## src/rtl/alink_pkg.sv

```systemverilog
package alink_pkg;
  typedef enum logic [1:0] {
    LINK_HELD    = 2'd0,
    LINK_WAKING  = 2'd1,
    LINK_RUNNING = 2'd2
  } linkState_e;

  typedef struct packed {
    logic linkUp;
    logic waking;
    logic sampleEn;
  } linkStrb_t;

  localparam logic ADDR_CTRL = 1'b0;
  localparam logic ADDR_STAT = 1'b1;
endpackage

```

## src/rtl/alink_ctrl.sv

```systemverilog
module alink_ctrl
  import alink_pkg::*;
#(
  parameter int START_DLY  = 20,
  parameter int DETECT_WIN = 64
) (
  input  logic      clk,
  input  logic      rstN,
  input  logic      ctrlWr,
  input  logic      ctrlVal,
  output linkStrb_t strb
);
  localparam int DLY_W = $clog2(START_DLY + 1);
  localparam int WIN_W = $clog2(DETECT_WIN + 1);

  linkState_e       state;
  logic [DLY_W-1:0] dlyCnt;
  logic [WIN_W-1:0] winCnt;
  logic             sampleEn;

  assign sampleEn = (state == LINK_RUNNING) && (winCnt < WIN_W'(DETECT_WIN));

  always_ff @(posedge clk) begin
    if (!rstN) begin
      state  <= LINK_HELD;
      dlyCnt <= '0;
      winCnt <= '0;
    end else begin
      if (ctrlWr && !ctrlVal) begin
        state <= LINK_HELD;
      end else if (state == LINK_HELD && ctrlWr) begin
        state  <= LINK_WAKING;
        dlyCnt <= '0;
      end else if (state == LINK_WAKING) begin
        if (dlyCnt == DLY_W'(START_DLY - 1)) begin
          state  <= LINK_RUNNING;
          winCnt <= '0;
        end else begin
          dlyCnt <= dlyCnt + 1'b1;
        end
      end
      if (sampleEn) winCnt <= winCnt + 1'b1;
    end
  end

  always_comb begin
    strb.linkUp   = (state == LINK_RUNNING);
    strb.waking   = (state == LINK_WAKING);
    strb.sampleEn = sampleEn;
  end
endmodule

```

## src/rtl/alink_status.sv

```systemverilog
module alink_status
  import alink_pkg::*;
#(
  parameter int NUM_SDIN = 3,
  parameter int DATA_W   = 8
) (
  input  logic                clk,
  input  logic                rstN,
  input  logic                statWr,
  input  logic [NUM_SDIN-1:0] clrMask,
  input  logic                regAddr,
  input  logic [NUM_SDIN-1:0] sdIn,
  input  linkStrb_t           strb,
  output logic [NUM_SDIN-1:0] statusQ,
  output logic [DATA_W-1:0]   regRdData
);
  for (genvar i = 0; i < NUM_SDIN; i++) begin : g_line
    always_ff @(posedge clk) begin
      if (!rstN)                         statusQ[i] <= 1'b0;
      else if (strb.sampleEn && sdIn[i]) statusQ[i] <= 1'b1;
      else if (statWr && clrMask[i])     statusQ[i] <= 1'b0;
    end
  end

  always_comb begin
    regRdData = '0;
    if (regAddr == ADDR_CTRL) regRdData[0] = strb.linkUp;
    else                      regRdData[NUM_SDIN-1:0] = statusQ;
  end
endmodule

```

## src/rtl/alink_reset_ctrl.sv

```systemverilog
module alink_reset_ctrl
  import alink_pkg::*;
#(
  parameter int START_DLY  = 20,
  parameter int DETECT_WIN = 64,
  parameter int NUM_SDIN   = 3,
  parameter int DATA_W     = 8
) (
  input  logic                clk,
  input  logic                rstN,
  input  logic                regWrEn,
  input  logic                regAddr,
  input  logic [DATA_W-1:0]   regWrData,
  input  logic [NUM_SDIN-1:0] sdIn,
  output logic                linkResetN,
  output logic [DATA_W-1:0]   regRdData
);
  linkStrb_t           strb;
  logic [NUM_SDIN-1:0] statusQ;
  logic                ctrlWr;
  logic                statWr;

  assign ctrlWr     = regWrEn && (regAddr == ADDR_CTRL);
  assign statWr     = regWrEn && (regAddr == ADDR_STAT);
  assign linkResetN = strb.linkUp;

  alink_ctrl #(.START_DLY(START_DLY), .DETECT_WIN(DETECT_WIN)) u_ctrl (
    .clk(clk), .rstN(rstN), .ctrlWr(ctrlWr), .ctrlVal(regWrData[0]), .strb(strb)
  );

  alink_status #(.NUM_SDIN(NUM_SDIN), .DATA_W(DATA_W)) u_stat (
    .clk(clk), .rstN(rstN), .statWr(statWr), .clrMask(regWrData[NUM_SDIN-1:0]),
    .regAddr(regAddr), .sdIn(sdIn), .strb(strb), .statusQ(statusQ),
    .regRdData(regRdData)
  );
endmodule

```

## config.mk

```make
export PLATFORM = sky130hd
export DESIGN_NAME = alink_reset_ctrl
export DESIGN_NICKNAME = d
export VERILOG_FILES = /design/src/rtl/alink_pkg.sv /design/src/rtl/alink_ctrl.sv /design/src/rtl/alink_status.sv /design/src/rtl/alink_reset_ctrl.sv
export SDC_FILE = /design/constraint.sdc
export NUM_CORES = 1
export LEC_CHECK = 0
export BUFFER_PORTS_ARGS = -buffer_cell sky130_fd_sc_hd__buf_4
export CORE_ASPECT_RATIO = 0.8
export CORE_MARGIN = 2
export CORE_UTILIZATION = 50
export CTS_BUF_LIST = sky130_fd_sc_hd__clkbuf_16
export CTS_CLUSTER_SIZE = 25
export DETAILED_ROUTE_END_ITERATION = 10
export PLACE_DENSITY = 0.85
export SLEW_MARGIN = 10
export SYNTH_ARGS = -nofsm -noshare
export SYNTH_HDL_FRONTEND = slang
export SYNTH_SLANG_ARGS = --single-unit
```

## constraint.sdc

```tcl
create_clock -name clk -period 1.8 [get_ports clk]
set_input_delay 0.18 -clock clk [delete_from_list [all_inputs] [get_ports clk]]
set_output_delay 0.18 -clock clk [all_outputs]
set_load 0.05 [all_outputs]
```

After elaboration in Yosys (flattened, before gate mapping) --
Index checks and enable logic that the tools add are counted.
Word-level totals: register bits after elaboration 17, word-level logic and storage cells 64
Cells by class: $add $sub $neg 2, order comparisons 1, eq/ne operators 6, muxes and demuxes 19, bitwise operators 3, reductions and logical operators 26
Operators by type and width (count):
- 2-to-1 mux 7 bit | 5
- 2-to-1 mux 5 bit | 3
- nonzero test 2 bit | 7
- logical AND 1 bit | 11
- 2-to-1 mux 1 bit | 10
- adder 7 x 1 -> 7 bit (second input constant) | 1
- less-than comparator 7 bit (second input constant) | 1
- != test 2 x 1 -> 1 bit (second input constant) | 3
- adder 5 x 1 -> 5 bit (second input constant) | 1
- equality test 5 bit (second input constant) | 1
- AND reduction 2 bit | 2
- AND reduction 4 bit | 1
- inverter 1 bit | 3
- AND reduction 3 bit | 1
- OR reduction 3 bit | 1
- equality test 2 x 1 -> 1 bit (second input constant) | 1
- equality test 2 bit (second input constant) | 1
- zero test 2 bit | 1
- 2-to-1 mux 2 bit | 1
- OR reduction 2 bit | 1
- zero test 1 bit | 1

Logic depth before layout (Yosys ltp) --
Gate-level depths: netlist (run 1).
depth after elaboration 6, depth in mapped cells 5

Hierarchy --
Synthesis (run 1) repeated with hierarchy kept, for this count alone.
Unflattened totals: cell total of the unflattened synthesis 108, area, all modules 928.4 sq um
By module, submodules not included:
- alink_ctrl | times used 1, cells each 85, area an instance 730.7 sq um, sequential area each 280.3 sq um
- alink_status | times used 1, cells each 21, area an instance 181.4 sq um, sequential area each 60.1 sq um
- alink_reset_ctrl | times used 1, cells each 2, area an instance 16.3 sq um, sequential area each 0.0 sq um

Worst setup path after synthesis (run 1) --
Ideal clock, no wire load.
path kind reg-to-output, start point register u_ctrl.state[0], end point output regRdData[0], arrival time 1.355 ns, data required time 1.620 ns, path slack 0.265 ns, cell stages (with the launch flop) 4, cells stage by stage dfxtp_1 -> buf_2 -> nand2b_1 -> o21ai_1
Between the ends: cells in the longest elaborated chain, start to end 2
RTL lines:
- start: declaration | RTL line alink_ctrl.sv:16 | linkState_e state;
- start signal: assignment | RTL line alink_ctrl.sv:25 | state <= LINK_HELD;
- start signal: assignment | RTL line alink_ctrl.sv:30 | state <= LINK_HELD;
- start signal: assignment | RTL line alink_ctrl.sv:32 | state <= LINK_WAKING;
- equality test 2 bit | RTL line alink_ctrl.sv:47 | strb.linkUp = (state == LINK_RUNNING);
- 2-to-1 mux 1 bit | RTL line alink_status.sv:27 | if (regAddr == ADDR_CTRL) regRdData[0] = strb.linkUp;
- end: declaration | RTL line alink_reset_ctrl.sv:16 | output logic [DATA_W-1:0] regRdData
Every way passes these cells.

Worst setup path after layout (run 1) --
start point register u_ctrl.dlyCnt[0], end point register u_ctrl.dlyCnt[2]
Between the ends: cells in the longest elaborated chain, start to end 4, elaborated cells on any way between the ends 7
RTL lines:
- start: declaration | RTL line alink_ctrl.sv:17 | logic [DLY_W-1:0] dlyCnt;
- start signal: assignment | RTL line alink_ctrl.sv:39 | dlyCnt <= dlyCnt + 1'b1;
- adder 5 x 1 -> 5 bit | RTL line alink_ctrl.sv:39
- 2-to-1 mux 5 bit | RTL line alink_ctrl.sv:35 | if (dlyCnt == DLY_W'(START_DLY - 1)) begin
- 2-to-1 mux 5 bit | RTL line alink_ctrl.sv:34 | end else if (state == LINK_WAKING) begin
- 2-to-1 mux 5 bit | RTL line alink_ctrl.sv:31 | end else if (state == LINK_HELD && ctrlWr) begin
Parallel ways exist; a longest one is shown, timed or not. The select of a mux whose other input is x is not followed. A chain may end at the register's enable or synchronous reset.

==> impl_metrics.xml, run 1 <==
<?xml version="1.0" encoding="UTF-8"?>
<metrics>
  <group name="logic_synthesis">
    <metric name="netlist-cell-type-count" unit="">41</metric>
    <metric name="synth_flop_cell" unit="">sky130_fd_sc_hd__dfxtp_1</metric>
    <metric name="dominant_cell_by_count_in_the_synthesized_netlist" unit="">sky130_fd_sc_hd__dfxtp_1</metric>
    <metric name="async_reset_ff_share" unit="%">0</metric>
    <metric name="ys_warn_count" unit="">0</metric>
    <metric name="netlist_area" unit="um^2">911</metric>
    <metric name="yosysSeqAreaShare" unit="%">37.4</metric>
    <metric name="syn-instance-count" unit="">107</metric>
    <metric name="synth_common_cells" unit="">sky130_fd_sc_hd__dfxtp_1 (17), sky130_fd_sc_hd__nand2_1 (11), sky130_fd_sc_hd__nor2_1 (10)</metric>
    <metric name="yosys_register_bits" unit="">17</metric>
    <metric name="yosysTopAreaCellShare" unit="%">37.4</metric>
    <metric name="synthesis.area_per_instance" unit="um^2">8.51</metric>
    <metric name="synth_area_leaders" unit="">sky130_fd_sc_hd__dfxtp_1 (37%), sky130_fd_sc_hd__o21ai_1 (4.9%), sky130_fd_sc_hd__nand2_1 (4.5%)</metric>
    <metric name="synth_edf_count" unit="">0</metric>
    <metric name="netlist.top_cell.by_area" unit="">sky130_fd_sc_hd__dfxtp_1</metric>
  </group>
  <group name="grt">
    <metric name="grt_pass1_wl" unit="um">2940</metric>
    <metric name="grt-ovfl-total" unit="">0</metric>
    <metric name="grt_pass1_vias" unit="">661</metric>
    <metric name="antenna_found_initial" unit="">0</metric>
    <metric name="grt_max_degree" unit="">13</metric>
    <metric name="global_route.usage.total" unit="%">18.1</metric>
  </group>
  <group name="critical_path">
    <metric name="timing.critical_path.to_type" unit="">flip-flop</metric>
    <metric name="critical_path_cell_by_cell" unit="">ha_1 -&gt; and4bb_4 -&gt; nand3b_1 -&gt; or3b_1 -&gt; a21oi_1</metric>
    <metric name="path_type_of_the_worst_setup_path" unit="">flip-flop to flip-flop</metric>
    <metric name="startpoint_type" unit="">flip-flop</metric>
    <metric name="critical-path-slowest-cell" unit="">sky130_fd_sc_hd__or3b_1</metric>
    <metric name="worst_r2r_path_depth" unit="">5</metric>
    <metric name="critical_path.max_stage_delay" unit="ns">0.40</metric>
    <metric name="cp_data_required_time" unit="ns">1.98</metric>
    <metric name="regToRegSetupSlack" unit="ns">0.15</metric>
    <metric name="worst-endpoint-arrival" unit="ns">1.83</metric>
    <metric name="reg2reg_to" unit="">u_ctrl.dlyCnt[2]</metric>
    <metric name="regToRegStartpoint" unit="">u_ctrl.dlyCnt[0]</metric>
    <metric name="timing.critical_path.fanout_max" unit="">6</metric>
  </group>
  <group name="final_layout">
    <metric name="area_of_combinational_cells_with_multiple_inputs" unit="um^2">528</metric>
    <metric name="layout-area-overhead-vs-synth" unit="%">19.9</metric>
    <metric name="postLayoutCoreUtil" unit="%">65.2</metric>
    <metric name="finish.net_count" unit="">140</metric>
    <metric name="layout_fillers" unit="">139</metric>
    <metric name="finish.cell_count_without_fillers" unit="">144</metric>
    <metric name="drive_gt1_share" unit="%">20.5</metric>
    <metric name="antenna-diode-count" unit="">0</metric>
    <metric name="seqCellArea" unit="um^2">340</metric>
  </group>
  <group name="die">
    <metric name="dieArea" unit="um^2">2180</metric>
    <metric name="die-height" unit="um">42.2</metric>
    <metric name="floorplan.initialDensity" unit="%">54.4</metric>
    <metric name="floorplan.core_area" unit="um^2">1680</metric>
    <metric name="io-pin-count" unit="">24</metric>
    <metric name="fp.dieW" unit="um">51.7</metric>
    <metric name="fp-row-count" unit="">13</metric>
  </group>
  <group name="sta">
    <metric name="timing.final.max_slew_violations" unit="">0</metric>
    <metric name="setup_violations" unit="">0</metric>
    <metric name="finalHoldWorstSlack" unit="ns">0.179</metric>
    <metric name="final.setup_skew" unit="ns">0.00378</metric>
    <metric name="final.period_utilization" unit="%">91.6</metric>
    <metric name="period_minus_slack" unit="ns">1.65</metric>
    <metric name="fmaxAchievable" unit="MHz">607</metric>
    <metric name="grt_setup_unrepaired" unit="">false</metric>
    <metric name="timing.setup.tns" unit="ns">0</metric>
    <metric name="final-hold-violation-count" unit="">0</metric>
  </group>
  <group name="power_and_ir_drop">
    <metric name="vdd_ir_drop_max" unit="mV">0.637</metric>
    <metric name="design_power_total" unit="W">0.000908</metric>
    <metric name="static-leakage-power" unit="nW">0.434</metric>
    <metric name="cellPowerDensity" unit="nW/um^2">831</metric>
  </group>
  <group name="clock_tree">
    <metric name="post_cts_hold_buffer_count" unit="">0</metric>
    <metric name="cts_sinks" unit="">17</metric>
    <metric name="clk-insertion-delay-late" unit="ns">0.25</metric>
    <metric name="cts_root_buf" unit="">sky130_fd_sc_hd__clkbuf_16</metric>
    <metric name="clock_buffers_created_by_tritoncts" unit="">3</metric>
    <metric name="cts.repair_timing.setup_buffer_count" unit="">0</metric>
    <metric name="tritoncts" unit="">built</metric>
    <metric name="post_cts_resized" unit="">0</metric>
    <metric name="htree_levels" unit="">1</metric>
    <metric name="max-clock-path-buffers" unit="">2</metric>
    <metric name="cts.reportedPaths.clkPinSlew" unit="ns">0.05</metric>
  </group>
  <group name="job">
    <metric name="max_cap_violations" unit="">0</metric>
  </group>
  <group name="drt">
    <metric name="detail_route.vias_per_cell" unit="">5.51</metric>
    <metric name="routed-via-count" unit="">794</metric>
    <metric name="detail_route.wl_per_cell" unit="um">12.4</metric>
    <metric name="detail_route.iter0.violations" unit="">25</metric>
    <metric name="drt-total-wl" unit="um">1790</metric>
    <metric name="postRouteAntennaNets" unit="">0</metric>
    <metric name="firstDrtPassIters" unit="">4</metric>
    <metric name="number_of_drc_violations_after_detailed_routing" unit="">0</metric>
  </group>
  <group name="min_path">
    <metric name="hold-path-cell-count" unit="">3</metric>
    <metric name="timing.hold.worst.start" unit="">sdIn[1]</metric>
    <metric name="timing.hold.worst.class" unit="">primary input to flip-flop</metric>
    <metric name="whs_endpoint" unit="">u_stat.statusQ[1]</metric>
  </group>
  <group name="outcome">
    <metric name="run_status" unit="">completed</metric>
  </group>
  <group name="placed_design">
    <metric name="post-place-cells" unit="">140</metric>
    <metric name="hpwlAfterDp" unit="um">1340</metric>
    <metric name="place_congestion" unit="">0.824</metric>
    <metric name="portBuffers" unit="">13</metric>
  </group>
</metrics>
==> logic make-up after synthesis <==
family          after synthesis  synth area share, %
other cells                   1                0.412
simple gates                 50                 32.7
compound gates               24                 17.6
buf+inv                      10                 6.32
fa+ha+maj                     2                 2.75
xor+xnor                      3                 2.89
flops                        17                 37.4
==> critical path, delay by kind of cell, from the launching register on <==
family,cells,cell delay [ns]
and+or+nand+nor,3,0.87
DFF,1,0.33
adders and majority gates,1,0.24
AOI/OAI and AO/OA,1,0.14
==> cells in the final DEF, fill, tap and decap left out, drive strengths merged, types with 3 or more instances in the layout <==
cell	count
o21ai	10
nor3	4
nor3b	3
a21oi	5
nand3b	3
dfxtp	17
nor2	10
nand3	4
inv	3
a22oi	3
nand2	11
buf	14
clkbuf	3
conb	5
==> how the worst max path moves through the flow <==
stage                           startpoint          endpoint  slack (ns)
after floorplan            u_ctrl.state[0]      regRdData[0]        0.26
after global placement    u_ctrl.dlyCnt[0]  u_ctrl.dlyCnt[2]        0.23
after detailed placement  u_ctrl.dlyCnt[0]  u_ctrl.dlyCnt[2]        0.19
after CTS                 u_ctrl.dlyCnt[0]  u_ctrl.dlyCnt[2]        0.15
after global routing      u_ctrl.dlyCnt[0]  u_ctrl.dlyCnt[2]        0.08
final                     u_ctrl.dlyCnt[0]  u_ctrl.dlyCnt[2]        0.15
==> per-stage QoR <==
stage / cell area (um^2) / setup slack [ns]
finish: 1090 / 0.152
global route: 1090 / 0.0814
CTS: 1090 / 0.147
detailed placement: 1010 / 0.185
global placement: 1010 / 0.226
floorplan: 926 / 0.265
==> registers in the layout (all words and copies together) (netlist names) <==
signal / cells
u_ctrl.dlyCnt: 5
u_ctrl.state: 2
u_ctrl.winCnt: 7
u_stat.statusQ: 3
==> layer usage <==
layer | up-vias | GRT usage, % | routed length (um)
met2 | 27 | 29.2 | 799
met3 | 6 | 6.79 | 127
met1 | 359 | 21.9 | 833
met4 | 0 | 6.32 | 31
li1 | 402 | - | -
met5 | - | 0 | 0
==> area by class of cell <==
type	count	share of cell area [%]
Clock buffer	3	6.87
Timing Repair Buffer	14	9.62
Multi-Input combinational cell	84	48.3
Inverter	3	1.03
Clock inverter	1	0.458
Sequential cell	17	31.2
Tap cell	22	2.52
==> report_power, final <==
part	total (W)	switching, W	internal [W]	leakage [nW]
logic	0.0000880	0.0000574	0.0000306	0.256
clock network	0.000436	0.000140	0.000297	0.0409
registers	0.000383	0.00000286	0.000381	0.137
total	0.000908	0.000200	0.000708	0.434
Power figures use the tool's default switching activity.
==> inputs of run 2 (changes only) <==
- GPL_TIMING_DRIVEN: unset -> 0
==> impl_metrics.xml, run 2 (same netlist as run 1, synthesis figures left out) <==
<?xml version="1.0" encoding="UTF-8"?>
<metrics>
  <group name="final_layout">
    <metric name="antenna-diode-count" unit="">0</metric>
    <metric name="final_cell_mix" unit="">sky130_fd_sc_hd__buf_4 (18), sky130_fd_sc_hd__dfxtp_1 (17), sky130_fd_sc_hd__nand2_1 (11), sky130_fd_sc_hd__nor2_1 (10), sky130_fd_sc_hd__o21ai_1 (9)</metric>
    <metric name="finish.net_count" unit="">146</metric>
    <metric name="finish.cell_count_without_fillers" unit="">150</metric>
    <metric name="regMostFlops" unit="">u_ctrl.winCnt</metric>
    <metric name="layout_commonest_cell" unit="">sky130_fd_sc_hd__buf_4</metric>
    <metric name="drive_gt1_share" unit="%">22.7</metric>
    <metric name="postLayoutCellArea" unit="um^2">1130</metric>
    <metric name="number_of_flip_flops_under_the_largest_register_name" unit="">7</metric>
    <metric name="top_regs" unit="">u_ctrl.winCnt x7, u_ctrl.dlyCnt x5, u_stat.statusQ x3</metric>
    <metric name="layout-area-overhead-vs-synth" unit="%">24.0</metric>
  </group>
  <group name="clock_tree">
    <metric name="cts_root_buf" unit="">sky130_fd_sc_hd__clkbuf_16</metric>
    <metric name="cts.reportedPaths.clkPinSlew" unit="ns">0.05</metric>
    <metric name="post_cts_hold_buffer_count" unit="">0</metric>
    <metric name="tritoncts" unit="">built</metric>
    <metric name="clock_buffers_created_by_tritoncts" unit="">3</metric>
    <metric name="max-clock-path-buffers" unit="">2</metric>
    <metric name="clk-insertion-delay-late" unit="ns">0.25</metric>
    <metric name="cts_sinks" unit="">17</metric>
    <metric name="htree_levels" unit="">1</metric>
    <metric name="post_cts_resized" unit="">0</metric>
    <metric name="cts.repair_timing.setup_buffer_count" unit="">0</metric>
  </group>
  <group name="die">
    <metric name="floorplan.core_area" unit="um^2">1680</metric>
    <metric name="fp-row-count" unit="">13</metric>
    <metric name="fp.dieW" unit="um">51.7</metric>
    <metric name="io-pin-count" unit="">24</metric>
    <metric name="floorplan.initialDensity" unit="%">54.4</metric>
    <metric name="die-height" unit="um">42.2</metric>
    <metric name="dieArea" unit="um^2">2180</metric>
  </group>
  <group name="drt">
    <metric name="number_of_drc_violations_after_detailed_routing" unit="">0</metric>
    <metric name="detail_route.wl_per_cell" unit="um">12.3</metric>
    <metric name="firstDrtPassIters" unit="">4</metric>
    <metric name="detail_route.vias_per_cell" unit="">5.53</metric>
    <metric name="drt-total-wl" unit="um">1840</metric>
    <metric name="detail_route.iter0.violations" unit="">20</metric>
    <metric name="postRouteAntennaNets" unit="">0</metric>
    <metric name="routed-via-count" unit="">830</metric>
  </group>
  <group name="power_and_ir_drop">
    <metric name="design_power_total" unit="W">0.000909</metric>
    <metric name="static-leakage-power" unit="nW">0.464</metric>
    <metric name="cellPowerDensity" unit="nW/um^2">805</metric>
    <metric name="vdd_ir_drop_max" unit="mV">0.659</metric>
  </group>
  <group name="grt">
    <metric name="gr-usage-met3" unit="%">5.71</metric>
    <metric name="antenna_found_initial" unit="">0</metric>
    <metric name="grt-ovfl-total" unit="">0</metric>
    <metric name="global_route.usage.total" unit="%">18.8</metric>
    <metric name="globalRoute.busiestLayer" unit="">met2</metric>
    <metric name="met1_resource_use_gr" unit="%">23.5</metric>
    <metric name="grt_pass1_wl" unit="um">3090</metric>
    <metric name="grt_max_degree" unit="">11</metric>
    <metric name="grt_pass1_vias" unit="">761</metric>
    <metric name="grt_util_met2" unit="%">29.7</metric>
  </group>
  <group name="sta">
    <metric name="setup_violations" unit="">0</metric>
    <metric name="fmaxAchievable" unit="MHz">603</metric>
    <metric name="grt_setup_unrepaired" unit="">false</metric>
    <metric name="final.period_utilization" unit="%">92.1</metric>
    <metric name="final-hold-violation-count" unit="">0</metric>
    <metric name="period_minus_slack" unit="ns">1.66</metric>
    <metric name="timing.setup.tns" unit="ns">0</metric>
    <metric name="final.setup_skew" unit="ns">0.00565</metric>
    <metric name="finalHoldWorstSlack" unit="ns">0.184</metric>
    <metric name="timing.final.max_slew_violations" unit="">0</metric>
  </group>
  <group name="critical_path">
    <metric name="timing.critical_path.to_type" unit="">flip-flop</metric>
    <metric name="worst-endpoint-arrival" unit="ns">1.84</metric>
    <metric name="critical_path.max_stage_delay" unit="ns">0.41</metric>
    <metric name="critical-path-slowest-cell" unit="">sky130_fd_sc_hd__or3b_1</metric>
    <metric name="cp_data_required_time" unit="ns">1.98</metric>
    <metric name="path_type_of_the_worst_setup_path" unit="">flip-flop to flip-flop</metric>
    <metric name="timing.critical_path.fanout_max" unit="">6</metric>
    <metric name="critical_path_cell_by_cell" unit="">ha_1 -&gt; and4bb_4 -&gt; nand3b_1 -&gt; or3b_1 -&gt; a21oi_1</metric>
    <metric name="startpoint_type" unit="">flip-flop</metric>
  </group>
  <group name="placed_design">
    <metric name="post-place-cells" unit="">146</metric>
    <metric name="hpwlAfterDp" unit="um">1360</metric>
    <metric name="portBuffers" unit="">13</metric>
    <metric name="placed_area" unit="um^2">1050</metric>
    <metric name="place_congestion" unit="">0.788</metric>
  </group>
  <group name="min_path">
    <metric name="timing.hold.worst.class" unit="">primary input to flip-flop</metric>
  </group>
  <group name="job">
    <metric name="max_cap_violations" unit="">0</metric>
  </group>
  <group name="outcome">
    <metric name="run_status" unit="">completed</metric>
  </group>
</metrics>
## run 2: cell types whose count changed in the layout (fill, tap and decap cells not counted)
| cell | delta |
|---|---|
| sky130_fd_sc_hd__buf_2 | +1 |
| sky130_fd_sc_hd__clkbuf_1 | +1 |
| sky130_fd_sc_hd__inv_1 | +1 |
| sky130_fd_sc_hd__buf_4 | +4 |
| sky130_fd_sc_hd__clkinv_2 | -1 |
## run 2: final timing paths
path | start | end | slack, ns | depth (start not counted)
setup reg to reg | u_ctrl.dlyCnt[0] | u_ctrl.dlyCnt[2] | 0.14 | 5
hold / removal | sdIn[2] | u_stat.statusQ[2] | 0.18 | 3
setup / recovery | u_ctrl.dlyCnt[0] | u_ctrl.dlyCnt[2] | 0.14 | 5
hold reg to reg | u_ctrl.winCnt[5] | u_ctrl.winCnt[5] | 0.47 | 2
## run 2: area by class of cell
| class | instances | area, um^2 |
|---|---|---|
| Fill cell | 139 | 546 |
| Multi-Input combinational cell | 84 | 528 |
| Sequential cell | 17 | 340 |
| Clock inverter | 1 | 3.75 |
| Tap cell | 22 | 27.5 |
| Inverter | 3 | 11.3 |
| Clock buffer | 3 | 75.1 |
| Buffer | 7 | 46.3 |
| Timing Repair Buffer | 13 | 97.6 |
## run 2: report_power, final
group | switching [W] | leakage, nW | internal [W]
clock network | 0.000135 | 0.0423 | 0.000294
registers | 0.00000231 | 0.137 | 0.000381
logic | 0.0000594 | 0.284 | 0.0000376
## run 2: through the flow
step	util, %	setup WS [ns]
2_1_floorplan	-	0.265
6_report	67.4	0.142
4_1_cts	67.4	0.151
5_1_grt	67.4	0.0761
3_3_place_gp	62.7	0.195
3_5_place_dp	62.7	0.152
## run 2: critical path, delay by kind of cell (launching register included)
kind            cells  cell delay [ns]
compound gates      1             0.14
simple gates        3             0.88
flops               1             0.33
fa+ha+maj           1             0.24
## run 2: layer usage
metal,vias to the layer above,share of wire [%]
li1,415,-
met1,370,45
met2,40,45
met3,5,7.8
met4,0,1.2
met5,-,0
